**src/rtl/io_edge_irq.sv**
```systemverilog
module io_edge_irq #(
  parameter int N_PINS      = 6,
  parameter int SYNC_STAGES = 2
) (
  input  logic              clk,
  input  logic              rst_n,
  input  logic [N_PINS-1:0] pins_in,
  input  logic              wr_en,
  input  logic [1:0]        wr_addr,
  input  logic [N_PINS-1:0] wr_data,
  input  logic [1:0]        rd_addr,
  output logic [N_PINS-1:0] rd_data,
  output logic              irq
);

  localparam logic [1:0] ADDR_RISE = 2'd0;
  localparam logic [1:0] ADDR_FALL = 2'd1;
  localparam logic [1:0] ADDR_STAT = 2'd2;

  logic [N_PINS-1:0] sync_q [SYNC_STAGES];
  logic [N_PINS-1:0] level_prev;
  logic [N_PINS-1:0] rise_en, fall_en, status;
  logic [N_PINS-1:0] hit, clr;
  logic [N_PINS-1:0] level;

  always_ff @(posedge clk) begin
    if (!rst_n) sync_q[0] <= '0;
    else        sync_q[0] <= pins_in;
  end

  for (genvar s = 1; s < SYNC_STAGES; s++) begin : g_sync
    always_ff @(posedge clk) begin
      if (!rst_n) sync_q[s] <= '0;
      else        sync_q[s] <= sync_q[s-1];
    end
  end

  assign level = sync_q[SYNC_STAGES-1];

  always_ff @(posedge clk) begin
    if (!rst_n) level_prev <= '0;
    else        level_prev <= level;
  end

  assign hit = (rise_en & level & ~level_prev) | (fall_en & ~level & level_prev);
  assign clr = (wr_en && wr_addr == ADDR_STAT) ? wr_data : '0;

  always_ff @(posedge clk) begin
    if (!rst_n) begin
      rise_en <= '0;
      fall_en <= '0;
      status  <= '0;
    end else begin
      if (wr_en && wr_addr == ADDR_RISE) rise_en <= wr_data;
      if (wr_en && wr_addr == ADDR_FALL) fall_en <= wr_data;
      status <= (status & ~clr) | hit;
    end
  end

  always_comb begin
    case (rd_addr)
      ADDR_RISE: rd_data = rise_en;
      ADDR_FALL: rd_data = fall_en;
      ADDR_STAT: rd_data = status;
      default:   rd_data = '0;
    endcase
  end

  assign irq = |status;

endmodule

```
**config.mk**
```make
export PLATFORM = sky130hd
export DESIGN_NAME = io_edge_irq
export DESIGN_NICKNAME = d
export VERILOG_FILES = /design/src/rtl/io_edge_irq.sv
export SDC_FILE = /design/constraint.sdc
export NUM_CORES = 1
export LEC_CHECK = 0
export ABC_AREA = 1
export ABC_CLOCK_PERIOD_IN_PS = 850
export BUFFER_PORTS_ARGS = -buffer_cell sky130_fd_sc_hd__buf_2
export CORE_ASPECT_RATIO = 1.4
export CORE_MARGIN = 2
export CORE_UTILIZATION = 50
export CTS_CLUSTER_SIZE = 25
export DETAILED_ROUTE_END_ITERATION = 10
export PLACE_DENSITY_LB_ADDON = 0.05
export SYNTH_ARGS = -nofsm -noshare
export SYNTH_HDL_FRONTEND = slang
export SYNTH_SLANG_ARGS = --single-unit
```
**constraint.sdc**
```tcl
create_clock -name clk -period 0.85 [get_ports clk]
set_input_delay 0.0425 -clock clk [delete_from_list [all_inputs] [get_ports clk]]
set_output_delay 0.0425 -clock clk [all_outputs]
set_load 0.02 [all_outputs]
```
== Word level (Yosys, flattened, before mapping) ==
Memory sizes are Yosys's and may differ from the RTL's.
Index checks and enable logic that the tools add are counted.
Storage, ports and cells
  register bits after elaboration: 24
  bits in latches: 0
  memory bits (writable): 12
  bits in read-only memories: 0
  bits of input ports: 19
  word-level logic and storage cells: 33
  memories: 1
Memory list
  sync_q: depth 2, width 6, read ports 2, clocked after memory_dff 0, wr ports 2, line 20  | logic [N_PINS-1:0] sync_q [SYNC_STAGES];
Cells by class
  add/subtract/negate cells: 0
  $mul: 0
  div/mod/pow operators: 0
  order comparisons: 0
  eq/ne operators: 4
  shift operators: 0
  muxes and demuxes: 6
  bitwise operators: 12
  reductions and logical operators: 6
Operators with widths (number)
  $and 6x6->6: 5
  $mux 6: 3
  $not 6->6: 3
  $pmux 6 s3: 1
  $or 6x6->6: 2
  $reduce_or 6->1: 1
  $eq 2x1->1 const B: 2
  $eq 2x2->1 const B: 2
  $logic_not 2->1: 2
  $logic_and 1x1->1: 3
  $mux 1: 2
  $or 1x1->1: 2

== Longest topological paths before layout ==
  depth after elaboration: 6
  depth in mapped cells: 5
  depth with buffers taken out: 5

== Worst setup path before layout ==
No wires, ideal clock.
  path type: in2out
  from: in rd_addr[0]
  to: out rd_data[3]
  arrival time: 0.633 ns
  path slack: 0.174 ns
  cell stages on the path: 4
  path buffers: 1
  cell sequence: buf_2 > nor2_2 > nand2_1 > nand3_1
On the way
  cells in the longest elaborated chain, start to end: 2
Ends and longest elaborated chain
  from (decl): line 11  | input logic [1:0] rd_addr,
  $eq 2x2->1 (tied with other cells): line 61  | case (rd_addr)
  $pmux 6 s3 (*): line 61
  to (decl): line 12  | output logic [N_PINS-1:0] rd_data,
Mark *: on every way between the ends. The rest lies on a longest branch, timed or not.

== Worst setup path in the final report ==
  from: reg status[2]
  to: out irq
On the way
  cells in the longest elaborated chain, start to end: 1
Ends and longest elaborated chain
  from (decl): line 22  | logic [N_PINS-1:0] rise_en, fall_en, status;
  from (signal assigned): line 56  | status <= (status & ~clr) | hit;
  $reduce_or 6->1: line 69  | assign irq = |status;
  to (decl): line 13  | output logic irq
No other way between the ends.

==> results.txt <==
----------------------------------------------------
[Outcome]
  Outcome ... finished with violations
  Violations in the final reports ... setup timing

[Route]
  Drt first pass iters ... 4
  Average wire per cell in the routed design ... roughly 12 microns
  DR iter-0 viols ... 28
  Overall via count from detail_route ... approximately 1400
  Remaining antenna violation count ... 0
  Post-route DRC ... 0
  Detailed-route wire length ... ~3600 microns
  Via density per instance ... between 4 and 5

[Final layout]
  Area taken by multi-input logic gates ... 686 sq um
  Final Core Density ... 0.728
  Final net count ... around 280
  Final cell count without fillers ... around 300
  Layout Area Growth over Synthesis ... 40.7%
  Top library cells by usage in the layout, fill and taps aside ... 60 x nand2_1, 31 x inv_1, 24 x nor2_1, 18 x buf_2, 18 x dfxtp_1
  Most frequent standard cell in the layout excluding fill and tap cells ... nand2_1
  Total inserted antenna cells ... 0
  Fraction of layout instances using a drive strength above 1 ... 0.375
  Filler cell count in the final layout ... 225
  Combined flip-flop and latch cell area ... approximately 750 sq um

[STA]
  Setup repair after global routing missed its margin ... true
  Final critical path time including I/O delays and setup ... 1.01 ns
  Final number of setup-violating endpoints ... 7
  Max frequency ... between 900 and 1000 MHz
  Final period util ... 1.19
  Setup slack after layout ... -0.160 ns
  Clock skew after layout ... between 0.0015 and 0.002 ns
  Least-Margin Pin Slew ... 0.328 ns
  Relative max-transition margin ... 0.781
  Final hold violation count ... 0
  Number of pins with negative max-slew slack in the final report ... 0

[Clock tree]
  Register clock-pin slew on the reported worst setup and hold paths ... roughly 0.070 ns
  Number of H-tree levels ... 2
  Root Buffer ... clkbuf_8
  Clock sink total ... 36
  CTS tree ... built
  Clock latency reported for the late side of the worst-skew pair ... 0.29 ns
  CTS max path bufs ... 2
  Number of buffers added by the clock tree synthesis step ... 5

[Synthesis]
  Share of synthesized area occupied by flip-flops and latches ... 0.489
  Xor-xnor portion of the synthesized cell area ... 0
  Simple-gate portion of the synthesized area ... 0.339
  Synth unique cells ... 16
  Seq cells post-synth ... 36
  Mean post-synth cell area ... 6.99 sq um
  Main combinational cell family by area after synthesis ... simple AND/OR/NAND/NOR gates
  Cells after Synth ... 211
  Compound-gate portion of the synthesized area ... 0.0611
  Synth warnings ... 0
  Cell area after synthesis ... 1470 sq um
  Synthesized Nets ... 230
  Mux contribution to synthesized area ... 0
  Adder-cell share of the synthesized area ... 0

[GRT]
  Number of global-route vias before repair ... roughly 1400
  Largest net degree at the start of global routing ... 15
  Remaining global-route overflow ... 0
  Number of antenna violations at the first check in global routing ... 0
  Wire length of the first global-routing pass ... 5980 microns
  Overall fraction of global-route tracks in use ... 0.235

[Die]
  Core ar. ... around 2800 sq um
  Area enclosed by the die boundary ... approximately 3400 sq um
  Starting density of the core ... 0.517
  # IOs ... 26
  Horizontal die dimension ... approximately 50 microns
  DIE HEIGHT ... a little under 70 microns
  Number of rows created at floorplan ... 23

[Setup path]
  Startpoint class of the critical path ... register
  Crit Path Category ... reg2out
  Maximum fanout encountered on the critical timing path ... 3
  Endpoint kind of the worst setup timing path ... output pin
  Data required, critical path ... slightly above 0.8 ns
  Data arrival time of the critical path ... 0.97 ns

[Pwr]
  Worst vdd ir ... approximately 1500 uV
  Power density normalized to cell area ... about 1800 nW/um^2
  Static Leak ... around 1.0 nW

[Hold path]
  Hold WC Path Type ... in2reg

[Placement]
  Placer congestion estimate ... slightly above 0.9
  DPL Wire Length ... approximately 2400 microns
  Input/output buffers ... 25
  Total placed cells including tap cells ... roughly 270

[Flow run]
  Max-cap check violation count ... 0

----------------------------------------------------
## final cells by class
| class | instances | share of cell area |
|---|---|---|
| tap | 37 | 0.0223 |
| multi-input combinational | 134 | 0.331 |
| clock buffer | 7 | 0.0465 |
| timing repair buffer | 46 | 0.174 |
| inverter | 36 | 0.0664 |
| sequential | 36 | 0.360 |
## metrics by stage
stage	hold WS (ns)	power [mW]	area, sq um	setup WS (ns)	setup TNS (ns)
2_1_floorplan	0.140	2.08	1470	0.174	0
3_3_place_gp	0.223	2.22	1670	0.0424	0
3_5_place_dp	0.227	2.24	1670	0.0398	0
4_1_cts	0.0398	3.61	2000	-0.165	-0.824
5_1_grt	0.0455	3.78	2070	-0.187	-1.08
6_report	0.0470	3.63	2070	-0.160	-0.838
## flip-flops by register name, indices dropped and copies added (netlist names)
register,count
rise_en,6
fall_en,6
sync_q,12
status,6
level_prev,6
## cells by family after synthesis
kind of cell	after synthesis
AOI/OAI and AO/OA	18
buffers and inverters	41
DFF	36
and+or+nand+nor	116
## cell usage after synthesis
| cell type | number | area share |
|---|---|---|
| dfxtp_1 | 36 | 0.49 |
| o21ai_0 | 6 | 0.020 |
| nor2_2 | 2 | 0.0085 |
| inv_2 | 4 | 0.010 |
| o21ai_1 | 6 | 0.020 |
| buf_4 | 1 | 0.0051 |
| nand2_1 | 66 | 0.17 |
| nand4_1 | 6 | 0.025 |
| buf_2 | 3 | 0.010 |
| clkbuf_1 | 1 | 0.0025 |
| nand3_4 | 2 | 0.024 |
| nand3_1 | 13 | 0.044 |
| a21oi_1 | 6 | 0.020 |
| nor2_1 | 27 | 0.069 |
| inv_1 | 31 | 0.079 |
| inv_4 | 1 | 0.0042 |
## timing repair
action                     4_1_cts  5_1_grt
pin swaps                        6        8
resized for setup               42       17
setup endpoints to repair        7        8
setup buffers                    8        2
hold endpoints to repair         6        0
hold buffers                     6        0
## where the power goes
group	internal, mW	switching [mW]	leakage (nW)	total (mW)
Sequential	1.77	0.0571	0.303	1.83
Combinational	0.239	0.274	0.695	0.512
Clock	0.721	0.567	0.0503	1.29
Total	2.73	0.898	1.05	3.63
## critical path: stages, from the launching register on
cell and delay, ns:
dfxtp_2 0.34, nor2_2 0.12, nand3_2 0.09, buf_6 0.13
## worst paths after layout
check                               start                 endpoint  slack (ns)  cells past startpoint
hold / removal                 wr_data[1]  rise_en[1]$_SDFFE_PN0P_        0.05                      3
setup / recovery     status[2]$_SDFF_PN0_                      irq       -0.16                      3
hold reg to reg   sync_q[0][5]$_SDFF_PN0_  sync_q[1][5]$_SDFF_PN0_        0.41                      2
setup reg to reg  fall_en[2]$_SDFFE_PN0P_     status[2]$_SDFF_PN0_        0.05                      5
## per-layer routing
metal / vias up / track usage / part of all wire
li1: 744 / - / -
met3: 5 / 0.0546 / 0.040
met4: 0 / 0.108 / 0.016
met5: - / 0 / 0
met1: 657 / 0.267 / 0.45
met2: 37 / 0.417 / 0.50
Note: power is estimated with default switching activity, not from simulation.
